<file path="config.mk">
export PLATFORM = sky130hd
export DESIGN_NAME = mgmt_frame_ctrl
export DESIGN_NICKNAME = d
export VERILOG_FILES = /design/src/rtl/mgmt_pkg.sv /design/src/rtl/mdc_divider.sv /design/src/rtl/frame_engine.sv /design/src/rtl/mgmt_frame_ctrl.sv
export SDC_FILE = /design/constraint.sdc
export NUM_CORES = 1
export LEC_CHECK = 0
export BUFFER_PORTS_ARGS = -buffer_cell sky130_fd_sc_hd__buf_4
export CAP_MARGIN = 20
export CELL_PAD_IN_SITES_DETAIL_PLACEMENT = 0
export CELL_PAD_IN_SITES_GLOBAL_PLACEMENT = 1
export CORE_MARGIN = 1
export CORE_UTILIZATION = 36
export CTS_CLUSTER_DIAMETER = 120
export DETAILED_ROUTE_END_ITERATION = 8
export PLACE_DENSITY = 0.73
export REMOVE_ABC_BUFFERS = 1
export SYNTH_ARGS = -nofsm -noshare
export SYNTH_HDL_FRONTEND = slang
export SYNTH_SLANG_ARGS = --single-unit
export TNS_END_PERCENT = 30
</file>
<file path="constraint.sdc">
create_clock -name clk -period 3.15 [get_ports clk]
set_input_delay 0.315 -clock clk [delete_from_list [all_inputs] [get_ports clk]]
set_output_delay 0.315 -clock clk [all_outputs]
set_load 0.05 [all_outputs]
</file>
<file path="src/rtl/mgmt_pkg.sv">
package mgmt_pkg;
    localparam int PRE_BITS     = 32;
    localparam int CMD_BITS     = 32;
    localparam int RSP_BITS     = 16;
    localparam int EVT_DONE_BIT = 23;
    localparam int BUSY_BIT     = 0;
    localparam int OP_HI        = CMD_BITS - 3;

    localparam logic [1:0] OP_READ = 2'b10;

    typedef enum logic [1:0] {
        SEL_DATA  = 2'd0,
        SEL_SPEED = 2'd1,
        SEL_EVENT = 2'd2
    } sel_e;
endpackage

</file>
<file path="src/rtl/mdc_divider.sv">
module mdc_divider #(
    parameter int DIV_W = 6
) (
    input  logic             clk,
    input  logic             rst_n,
    input  logic             run_i,
    input  logic [DIV_W-1:0] half_i,
    output logic             tick_o
);
    localparam logic [DIV_W-1:0] ONE = {{(DIV_W-1){1'b0}}, 1'b1};

    logic [DIV_W-1:0] cnt_d, cnt_q;

    always_comb begin
        tick_o = run_i && (half_i != '0) && ((cnt_q + ONE) == half_i);
        cnt_d  = (!run_i || tick_o) ? '0 : cnt_q + ONE;
    end

    always_ff @(posedge clk or negedge rst_n) begin
        if (!rst_n) cnt_q <= '0;
        else        cnt_q <= cnt_d;
    end

    // the phase counter never passes the half-period length
    p_cnt_bound_r3: assert property (@(posedge clk) disable iff (!rst_n)
        (run_i && half_i != '0) |-> (cnt_q < half_i));
endmodule

</file>
<file path="src/rtl/frame_engine.sv">
module frame_engine
    import mgmt_pkg::*;
#(
    parameter int DIV_W = 6
) (
    input  logic                clk,
    input  logic                rst_n,
    input  logic                start_i,
    input  logic [CMD_BITS-1:0] cmd_i,
    input  logic [DIV_W-1:0]    half_i,
    input  logic                mdio_i,
    output logic                mdc_o,
    output logic                mdio_o,
    output logic                mdio_oe_o,
    output logic                busy_o,
    output logic                done_o,
    output logic                rd_o,
    output logic [RSP_BITS-1:0] rsp_o
);
    localparam int FRAME_BITS = PRE_BITS + CMD_BITS;
    localparam int IDX_W      = $clog2(FRAME_BITS);
    localparam int REL_IDX    = FRAME_BITS - RSP_BITS - 1;
    localparam int CAP_IDX    = FRAME_BITS - RSP_BITS;
    localparam int LAST_IDX   = FRAME_BITS - 1;

    typedef struct packed {
        logic                  busy;
        logic                  mdc;
        logic                  rd;
        logic [IDX_W-1:0]      idx;
        logic [FRAME_BITS-1:0] sh;
        logic [DIV_W-1:0]      half;
        logic [RSP_BITS-1:0]   cap;
    } eng_t;

    eng_t eng_d, eng_q;
    logic tick;

    mdc_divider #(.DIV_W(DIV_W)) div_i (
        .clk   (clk),
        .rst_n (rst_n),
        .run_i (eng_q.busy),
        .half_i(eng_q.half),
        .tick_o(tick)
    );

    always_comb begin
        eng_d  = eng_q;
        done_o = 1'b0;
        if (!eng_q.busy) begin
            if (start_i && half_i != '0) begin
                eng_d.busy = 1'b1;
                eng_d.mdc  = 1'b0;
                eng_d.rd   = (cmd_i[OP_HI -: 2] == OP_READ);
                eng_d.idx  = '0;
                eng_d.sh   = {{PRE_BITS{1'b1}}, cmd_i};
                eng_d.half = half_i;
                eng_d.cap  = '0;
            end
        end else if (tick) begin
            if (!eng_q.mdc) begin
                eng_d.mdc = 1'b1;
                if (eng_q.rd && eng_q.idx >= IDX_W'(CAP_IDX))
                    eng_d.cap = {eng_q.cap[RSP_BITS-2:0], mdio_i};
            end else begin
                eng_d.mdc = 1'b0;
                if (eng_q.idx == IDX_W'(LAST_IDX)) begin
                    eng_d.busy = 1'b0;
                    done_o     = 1'b1;
                end else begin
                    eng_d.idx = eng_q.idx + IDX_W'(1);
                    eng_d.sh  = {eng_q.sh[FRAME_BITS-2:0], 1'b0};
                end
            end
        end
    end

    always_ff @(posedge clk or negedge rst_n) begin
        if (!rst_n) eng_q <= '0;
        else        eng_q <= eng_d;
    end

    assign mdc_o     = eng_q.mdc;
    assign mdio_o    = eng_q.busy ? eng_q.sh[FRAME_BITS-1] : 1'b1;
    assign mdio_oe_o = eng_q.busy && !(eng_q.rd && eng_q.idx >= IDX_W'(REL_IDX));
    assign busy_o    = eng_q.busy;
    assign rd_o      = eng_q.rd;
    assign rsp_o     = eng_q.cap;

    // MDC rests low outside a frame
    p_mdc_idle_low_r8: assert property (@(posedge clk) disable iff (!rst_n)
        !busy_o |-> !mdc_o);
    // the line is not driven outside a frame
    p_oe_idle_r5: assert property (@(posedge clk) disable iff (!rst_n)
        !busy_o |-> !mdio_oe_o);
    // non-read frames drive the line throughout
    p_wr_drive_r5: assert property (@(posedge clk) disable iff (!rst_n)
        (busy_o && !rd_o) |-> mdio_oe_o);
    // the data line holds still across a rising MDC edge
    p_rise_stable_r4: assert property (@(posedge clk) disable iff (!rst_n)
        $rose(mdc_o) |-> $stable(mdio_o));
    // a zero divisor refuses to start a frame
    p_zero_div_r11: assert property (@(posedge clk) disable iff (!rst_n)
        (!busy_o && start_i && half_i == '0) |=> !busy_o);
endmodule

</file>
<file path="src/rtl/mgmt_frame_ctrl.sv">
module mgmt_frame_ctrl
    import mgmt_pkg::*;
#(
    parameter int DIV_W = 6
) (
    input  logic        clk,
    input  logic        rst_n,
    input  logic [1:0]  bus_sel,
    input  logic        bus_wr,
    input  logic [31:0] bus_wdata,
    output logic [31:0] bus_rdata,
    output logic        mdc,
    output logic        mdio_o,
    output logic        mdio_oe,
    input  logic        mdio_i
);
    typedef struct packed {
        logic [CMD_BITS-1:0] data;
        logic [DIV_W-1:0]    spd;
        logic                evt;
    } regs_t;

    regs_t regs_d, regs_q;

    logic                busy, done, rd;
    logic [RSP_BITS-1:0] rsp;
    logic                wr_data, wr_spd, wr_evt, start;

    assign wr_data = bus_wr && (bus_sel == SEL_DATA);
    assign wr_spd  = bus_wr && (bus_sel == SEL_SPEED);
    assign wr_evt  = bus_wr && (bus_sel == SEL_EVENT);
    assign start   = wr_data && !busy;

    frame_engine #(.DIV_W(DIV_W)) eng_i (
        .clk      (clk),
        .rst_n    (rst_n),
        .start_i  (start),
        .cmd_i    (bus_wdata),
        .half_i   (regs_q.spd),
        .mdio_i   (mdio_i),
        .mdc_o    (mdc),
        .mdio_o   (mdio_o),
        .mdio_oe_o(mdio_oe),
        .busy_o   (busy),
        .done_o   (done),
        .rd_o     (rd),
        .rsp_o    (rsp)
    );

    always_comb begin
        regs_d = regs_q;
        if (start)
            regs_d.data = bus_wdata;
        if (done && rd)
            regs_d.data[RSP_BITS-1:0] = rsp;
        if (wr_spd)
            regs_d.spd = bus_wdata[DIV_W:1];
        if (done)
            regs_d.evt = 1'b1;
        else if (wr_evt && bus_wdata[EVT_DONE_BIT])
            regs_d.evt = 1'b0;
    end

    always_ff @(posedge clk or negedge rst_n) begin
        if (!rst_n) regs_q <= '0;
        else        regs_q <= regs_d;
    end

    always_comb begin
        bus_rdata = '0;
        case (bus_sel)
            SEL_DATA:  bus_rdata = regs_q.data;
            SEL_SPEED: bus_rdata[DIV_W:0] = {regs_q.spd, 1'b0};
            SEL_EVENT: begin
                bus_rdata[EVT_DONE_BIT] = regs_q.evt;
                bus_rdata[BUSY_BIT]     = busy;
            end
            default:   bus_rdata = '0;
        endcase
    end

    // a data write during a frame leaves the register alone
    p_busy_hold_r10: assert property (@(posedge clk) disable iff (!rst_n)
        (busy && wr_data && !done) |=> $stable(regs_q.data));
    // frame end raises the completion flag
    p_event_set_r8: assert property (@(posedge clk) disable iff (!rst_n)
        done |=> regs_q.evt);
    // write-one clears the flag
    p_w1c_r9: assert property (@(posedge clk) disable iff (!rst_n)
        (regs_q.evt && wr_evt && bus_wdata[EVT_DONE_BIT] && !done) |=> !regs_q.evt);
    // the collected response lands in the low half
    p_rd_load_r6: assert property (@(posedge clk) disable iff (!rst_n)
        (done && rd) |=> (regs_q.data[RSP_BITS-1:0] == $past(rsp)));
endmodule

</file>
After elaboration in Yosys (flattened, before gate mapping). Index checks and enable logic that the tools add are counted.

$lt $le $gt $ge: 2. Mux-type cells: 29. Bitwise gates (word level): 1. Reduce and logical (&&, ||, !) cells: 25. Eq/ne operators: 10. Add/subtract/negate cells: 2.

Operators by type and width (count): 70-bit 2-to-1 mux (4); 16-bit 2-to-1 mux (7); 95-bit 2-to-1 mux (1); 6-bit by 1-bit adder with 6-bit output (second input constant) (2); 6-bit >= comparator (second input constant) (2); 1-bit logical AND (12); 6-bit case mux with 2 select lines (1); 6-bit nonzero test (2); 1-bit 2-to-1 mux (10); 2-bit != test (second input constant) (5); 8-bit 2-to-1 mux (1); 4-bit AND reduction (2); 6-bit equality test (1); 6-bit equality test (second input constant) (1); 6-bit 2-to-1 mux (1); 2-bit nonzero test (3); 2-bit equality test (second input constant) (2); 2-bit 2-to-1 mux (2); 1-bit case mux with 2 select lines (2); 2-bit AND reduction (2); 2-bit by 1-bit equality test with 1-bit output (second input constant) (1); 1-bit logical NOT (2); 2-bit logical NOT (1); 1-bit logical OR (1); 1-bit inverter (1).

Word-level logic and storage cells: 81. Bits in registers: 140. Output and inout bits: 35.

Longest topological paths before layout. Gate-level depths: netlist of run 1.

Depth after elaboration: 7. Depth in mapped cells: 9. Depth with buffers taken out: 7.

By module. A second synthesis of run 1 with hierarchy kept.

Cell total of the unflattened synthesis: 626. Area total of the unflattened synthesis: 6805.3 um^2.

Modules (own cells, without submodules): frame_engine (cells an instance 424, seq. area each 2377.3 um^2, instances 1, area each 4484.3 um^2); mgmt_frame_ctrl (cells an instance 165, seq. area each 975.9 um^2, instances 1, area each 1898.1 um^2); mdc_divider (cells an instance 37, seq. area each 150.1 um^2, instances 1, area each 422.9 um^2).

Worst setup path after synthesis of run 1. Ideal clock, no wire load.

Path kind: reg2reg. From: register eng_i.div_i.cnt_q[0]. To: register eng_i.eng_q (netlist bit eng_i.rsp_o[13]). Arrival time: 2384 ps. Required time: 3025 ps. Path buffers: 1. Setup slack: 642 ps. Cell stages (with the launch flop): 9. Clock period less this slack: 2508 ps. Cell sequence: dfrtp_1 > ha_1 > xnor2_1 > xor2_1 > o2111ai_1 > or3_4 > a21oi_2 > buf_6 > mux2_2.

Word-level cells in the longest chain between the ends: 5.

RTL lines: from (decl) (RTL line mdc_divider.sv:12) `logic [DIV_W-1:0] cnt_d, cnt_q;`; from (signal assigned) (RTL line mdc_divider.sv:21) `else cnt_q <= cnt_d;`; 6-bit by 1-bit adder with 6-bit output (RTL line mdc_divider.sv:15) `tick_o = run_i && (half_i != '0) && ((cnt_q + ONE) == half_i);`; 6-bit equality test (RTL line mdc_divider.sv:15); 1-bit logical AND (RTL line mdc_divider.sv:15); 2-bit != test (no line); 4-bit AND reduction (no line); to (signal assigned) (RTL line frame_engine.sv:80) `else eng_q <= eng_d;`; to (decl) (RTL line frame_engine.sv:36) `eng_t eng_d, eng_q;`.

No other way between the ends. A chain may end at the register's enable or synchronous reset.

Worst setup path after layout of run 1.
From: register eng_i.div_i.cnt_q[0]. To: register eng_i.eng_q[48] in the netlist's numbering.

Same word-level chain as after synthesis.

==> results.ini, run 1 <==
[status]
outcome=finished, final reports clean

[grt]
grt_pass1_wl_um=24700
antenna_found_initial=0
overflow=0
grt_max_degree=77
first_global_vias=4601
grt_use_total_pct=17.6

[critical_path]
worst-path-max-fanout=63
reg2reg_from=eng_i.div_i.cnt_q[0]$_DFF_PN0_
reg2reg_to=eng_i.eng_q[48]$_DFFE_PN0P_
path_class=flop to flop
ff2ff_path_depth=8
crit_path_end_kind=flop
crit_path_start_kind=flop
critPathRequiredTime_ns=3.46
worst-r2r-setup-slack_ns=0.33
worst-endpoint-arrival_ns=3.13

[run]
cap_violations=0

[synth]
synth_cells=547
synth-main-ff-cell=dfrtp_1
synth_edf_count=0
ys_warn_count=0
netlist_area_mm2=0.00641
avgSynthCellArea_um2=11.7
synthArstFlopShare_pct=100
ys_seq_elements=140
synth.distinct_cells=45
synth_seq_area_share_pct=54.7

[cts]
cts_tree=done
cts.sinks=140
cts_buffers=17
cts_setup_buffers=0
cts_root_buf=clkbuf_16
clock_path_buffers=2
insertion_delay_ns=0.42
clk_pin_slew_worst_paths_ns=0.06
cts_htree_levels=4

[power]
p_seq_share_pct=41.3
p_per_area_mw_per_mm2=823
p_clk_share_pct=31.3
p_sw_share_pct=32.5
cellLeakagePower_nw=3.62
p_comb_share_pct=27.4
internal-power_mw=4.34
p_sw_mw=2.09
vdd_drop_max_mv=0.522

[timing]
rsz0062_at_grt=no
period_share_pct=89.6
period_needed_ns=2.82
final.setup.tns_ns=0
slew_viol_final=0
setup_ws_ns=0.326
skew_ns=0.00993
tightest_slew_ns=0.644
finalHoldViolCount=0
relSlewSlack_pct=56.9
setup_viol=0
max_freq_mhz=354

[placement]
io_buffer_count=72
dp_slack_ns=0.362
dp.cells=820
placed_cell_area_mm2=0.00721
gp_congestion=0.750
hpwl_um=9610

[floorplan]
fp.dieH_um=135
coreArea_mm2=0.0174
rows=48
top_level_ports=73
initial_core_util_pct=36.9
die_w_um=135
die-area_mm2=0.0183

[worst_hold_path]
min_path_type=input pin to flop
hold_path_end=eng_i.eng_q[22]$_DFFE_PN0P_
worstHoldStart=bus_wdata[0]
hold_depth=2

[cells_and_area]
post-route-cell-area_mm2=0.00782
final_util_pct=45.0
layout-drive-gt1-share_pct=29.5
areaGrowthSynthToFinish_pct=22.0
num_antenna_cells=0
nets=655
layout.cells.non_filler=853

[routing]
route.final.wire_length_um=14700
routedWlPerCell_um=17.3
via_count=4508
vias_per_cell=5.28
ant_nets=0
firstDrtPassIters=4
drt_iter0_markers=322
drc=0

[registers in the layout, indices dropped and copies added, names as in the netlist]
register	cells
eng_i.busy_o	1
eng_i.div_i.cnt_q	6
eng_i.eng_q	76
eng_i.mdc_o	1
eng_i.rd_o	1
eng_i.rsp_o	16
regs_q	39
[how the worst max path moves through the flow]
stage / startpoint / endpoint
2_1_floorplan: eng_i.busy_o$_DFF_PN0_ / eng_i.eng_q[23]$_DFFE_PN0P_
5_1_grt: eng_i.div_i.cnt_q[0]$_DFF_PN0_ / eng_i.eng_q[31]$_DFFE_PN0P_
3_3_place_gp: eng_i.div_i.cnt_q[0]$_DFF_PN0_ / eng_i.eng_q[43]$_DFFE_PN0P_
6_report: eng_i.div_i.cnt_q[0]$_DFF_PN0_ / eng_i.eng_q[48]$_DFFE_PN0P_
4_1_cts: eng_i.div_i.cnt_q[0]$_DFF_PN0_ / eng_i.eng_q[50]$_DFFE_PN0P_
3_5_place_dp: eng_i.div_i.cnt_q[0]$_DFF_PN0_ / eng_i.eng_q[45]$_DFFE_PN0P_
[critical path: stages (launching register included)]
cell and delay (ns):
dfrtp_1 0.43, ha_1 0.25, xnor2_1 0.23, xor2_1 0.16, o2111ai_1 0.18, or3_4 0.55
a21oi_4 0.18, buf_12 0.29, mux2_2 0.38
[stage by stage]
stage          power (mW)  hold WS, ns
5_1_grt              6.81        0.110
3_3_place_gp         4.39        0.333
4_1_cts              6.50        0.113
3_5_place_dp         4.46        0.350
2_1_floorplan        3.91       0.0194
6_report             6.43        0.131
[Yosys cell counts (2+ instances only)]
library cell | number | area share, %
nor2_2 | 2 | 0.20
nor3_1 | 6 | 0.47
xnor2_1 | 5 | 0.68
o31ai_1 | 2 | 0.23
and2_1 | 33 | 3.2
nand2b_1 | 5 | 0.49
ha_1 | 2 | 0.39
nor4_1 | 3 | 0.29
nand3_1 | 5 | 0.39
or3_1 | 2 | 0.20
nand3b_1 | 2 | 0.23
and3_1 | 2 | 0.20
o21ai_0 | 4 | 0.31
a221o_1 | 13 | 2.0
a32o_1 | 14 | 2.2
nor2_1 | 25 | 1.5
a21o_1 | 5 | 0.59
a21oi_1 | 5 | 0.39
a2bb2oi_1 | 32 | 4.4
buf_2 | 11 | 0.86
or4_1 | 3 | 0.35
buf_1 | 6 | 0.35
mux2_2 | 60 | 11
dfrtp_1 | 140 | 55
xor2_1 | 4 | 0.55
inv_1 | 9 | 0.53
mux2i_1 | 19 | 3.0
buf_6 | 2 | 0.35
nand2_1 | 69 | 4.0
clkbuf_1 | 19 | 1.1
a22o_1 | 24 | 3.3
[cells in the final DEF, fill, tap and decap left out, types with 4 or more instances in the layout]
cell,count
xor2_1,4
a2bb2oi_1,32
o21ai_0,4
mux2i_1,19
a32o_1,14
clkinvlp_4,4
dfrtp_1,139
nor2_1,25
inv_1,9
nand3_1,5
nand2b_1,5
nor3_1,6
a221o_1,13
xnor2_1,5
clkbuf_16,17
mux2_2,60
a21o_1,5
a22o_1,24
nand2_1,69
buf_4,82
and2_1,33
a21oi_1,5
[area by class of cell]
cell class | instances | area, µm²
fillers | 1565 | 9540
flip-flops and latches | 140 | 3500
multi-input cells | 360 | 2720
repair buffers | 87 | 688
clock buffers | 21 | 460
well taps | 225 | 282
clock inverters | 11 | 134
inverters | 9 | 33.8
[layer usage]
layer	up-vias	wire length, µm	GRT usage [%]	part of all wire, %
met5	-	0	0	0
met4	0	155	5.74	1.1
met3	11	581	4.38	3.9
met2	92	6930	27.0	47
met1	2296	7060	24.3	48
li1	2109	-	-	-
[power by group through the flow]
stage | Clock [mW] | Combinational [mW] | Sequential [mW]
after floorplan | 0 | 1.28 | 2.63
after global placement | 0 | 1.73 | 2.66
after detailed placement | 0 | 1.78 | 2.68
after CTS | 2.06 | 1.79 | 2.65
after global routing | 2.14 | 1.94 | 2.73
final | 2.02 | 1.76 | 2.65
[what timing repair did]
action,CTS,global route
gates resized for setup,0,0
hold endpoints to repair,64,0
hold buffers,1,0
[cells by family (layout without fill, tap and decap cells)]
logic type | after synthesis | after routing | synth area share [%]
compound gates | 105 | 105 | 14.3
xor+xnor | 9 | 9 | 1.23
fa+ha+maj | 2 | 2 | 0.390
buf+inv | 47 | 128 | 3.20
flops | 140 | 140 | 54.7
mux | 80 | 80 | 13.7
simple gates | 164 | 164 | 12.5
No activity file was read; power rests on OpenSTA's default activity.
==> inputs of run 2 (changes only) <==
- CORE_ASPECT_RATIO: default -> 1.2
==> run 2 against run 1 <==
Critical endpoint is now eng_i.eng_q[51]$_DFFE_PN0P_. Utilization decreased by 0.17 points. Highest routed layer unchanged. The run now ends with DRC left. Critical path depth unchanged. Maximum frequency decreased by 2.5%.
==> results.ini, run 2 (same netlist as run 1, synthesis figures left out) <==
[cts]
cts_tree=done  ; unchanged
hold_buffers=1  ; unchanged
insertion_delay_ns=0.42  ; about the same
cts_setup_buffers=0  ; unchanged
cts_htree_levels=4  ; unchanged
cts_resized=0  ; unchanged
cts_root_buf=clkbuf_16  ; unchanged
clk_pin_slew_worst_paths_ns=0.05  ; was 0.06 ns
clock_path_buffers=2  ; unchanged
cts_buffers=17  ; unchanged
cts.sinks=140  ; unchanged

[cells_and_area]
post-route-cell-area_mm2=0.00783  ; was 0.00782 mm²
top_register=eng_i.eng_q  ; unchanged
largest_reg_flops=76  ; unchanged
layout.cells.non_filler=851  ; was 853
num_antenna_cells=0  ; unchanged
layout_common_cells=139 x dfrtp_1, 88 x buf_4, 69 x nand2_1  ; was 139 x dfrtp_1, 82 x buf_4, 69 x nand2_1
nets=659  ; was 655
n_fill_cell=1647  ; was 1565
layout-drive-gt1-share_pct=29.5  ; about the same
areaGrowthSynthToFinish_pct=22.1  ; was 22.0%
final_common_cell=dfrtp_1  ; unchanged

[placement]
dp.cells=819  ; was 820
io_buffer_count=72  ; unchanged
gp_congestion=0.767  ; was 0.750
placed_cell_area_mm2=0.00722  ; was 0.00721 mm²
hpwl_um=9940  ; was 9610 µm

[routing]
routedWlPerCell_um=17.6  ; was 17.3 µm
route.final.wire_length_um=15000  ; was 14700 µm
via_count=4547  ; was 4508
drc=2  ; was 0
vias_per_cell=5.34  ; was 5.28
drt_iter0_markers=315  ; was 322
ant_nets=0  ; unchanged
firstDrtPassIters=9  ; was 4

[timing]
whs_ns=0.136  ; was 0.131 ns
tightest_slew_ns=0.738  ; was 0.644 ns
slew_viol_final=0  ; unchanged
setup_viol=0  ; unchanged
relSlewSlack_pct=50.8  ; was 56.9%
rsz0062_at_grt=no  ; unchanged
finalHoldViolCount=0  ; unchanged
period_share_pct=91.9  ; was 89.6%
final.setup.tns_ns=0  ; unchanged
period_needed_ns=2.90  ; was 2.82 ns
skew_ns=0.00824  ; was 0.00993 ns
max_freq_mhz=345  ; was 354 MHz

[worst_hold_path]
min_path_type=input pin to flop  ; unchanged

[grt]
antenna_found_initial=0  ; unchanged
grt_max_degree=81  ; was 77
grt_pass1_wl_um=25000  ; was 24700 µm
first_global_vias=4728  ; was 4601
grt_use_total_pct=17.9  ; was 17.6%
overflow=0  ; unchanged

[floorplan]
die-area_mm2=0.0183  ; about the same
initial_core_util_pct=36.7  ; was 36.9%
fp.dieH_um=148  ; was 135 µm
rows=53  ; was 48
coreArea_mm2=0.0174  ; about the same
die_w_um=124  ; was 135 µm
top_level_ports=73  ; unchanged

[critical_path]
critPathRequiredTime_ns=3.45  ; was 3.46 ns
critPathMaxStageDelay_ns=0.56  ; was 0.55 ns
crit_path_end_kind=flop  ; unchanged
crit_path_start_kind=flop  ; unchanged
worst-path-max-fanout=53  ; was 63
crit_family=simple AND/OR/NAND/NOR gates  ; unchanged
worst-endpoint-arrival_ns=3.20  ; was 3.13 ns
crit_buf_inv=1  ; unchanged
path_class=flop to flop  ; unchanged
critPathSlowestCell=or3_4  ; unchanged
worstPathCellList=ha_1, xnor2_1, xor2_1, o2111ai_1, or3_4, a21oi_4, buf_12, mux2_2  ; unchanged

[power]
vdd_drop_max_mv=0.371  ; was 0.522 mV
cellLeakagePower_nw=3.65  ; was 3.62 nW
total_power_mw=6.47  ; was 6.43 mW
p_per_area_mw_per_mm2=827  ; was 823 mW/mm²

[status]
violations=DRC
outcome=finished, violations left  ; was finished, final reports clean

[run]
cap_violations=0  ; unchanged

## run 2: metrics by stage
step | utilization (%) | worst slack (ns)
5_1_grt | 44.9 | 0.0930
3_5_place_dp | 41.4 | 0.267
2_1_floorplan | - | -3.53
6_report | 44.9 | 0.254
3_3_place_gp | 41.4 | 0.430
4_1_cts | 44.9 | 0.249
## run 2: worst paths after layout
path,end,cells past startpoint,from,slack [ns]
min in group asynchronous,eng_i.eng_q[25]$_DFFE_PN0P_,2,rst_n,0.53
hold reg to reg,regs_q[12]$_DFFE_PN0P_,1,regs_q[12]$_DFFE_PN0P_,0.49
max in group asynchronous,eng_i.rsp_o[3]$_DFFE_PN0P_,3,rst_n,1.87
setup reg to reg,eng_i.eng_q[51]$_DFFE_PN0P_,8,eng_i.div_i.cnt_q[0]$_DFF_PN0_,0.25
hold / removal,regs_q[25]$_DFFE_PN0P_,2,bus_wdata[18],0.14
setup / recovery,eng_i.eng_q[51]$_DFFE_PN0P_,8,eng_i.div_i.cnt_q[0]$_DFF_PN0_,0.25
## run 2: report_power, final
group	internal [mW]	total [mW]	switching [mW]	leakage [nW]
Clock	1.30	2.03	0.728	0.290
Sequential	2.31	2.65	0.344	1.72
Combinational	0.827	1.79	0.968	1.63
## run 2: cell type report
type                       instances  area [µm²]  share of cell area [%]
clock buffer                      24         482                    6.16
clock inverter                     7         113                    1.44
inverter                           9        33.8                   0.432
multi-input combinational        360        2720                    34.7
sequential                       140        3500                    44.8
tap                              220         275                    3.52
timing repair buffer              91         702                    8.97
## run 2: layer usage
metal | vias to the layer above | share of wire [%] | GRT usage, %
met5 | - | 0 | 0
met4 | 0 | 0.61 | 6.99
met3 | 7 | 4.4 | 3.60
met2 | 101 | 51 | 28.7
met1 | 2323 | 44 | 23.5
li1 | 2116 | - | -
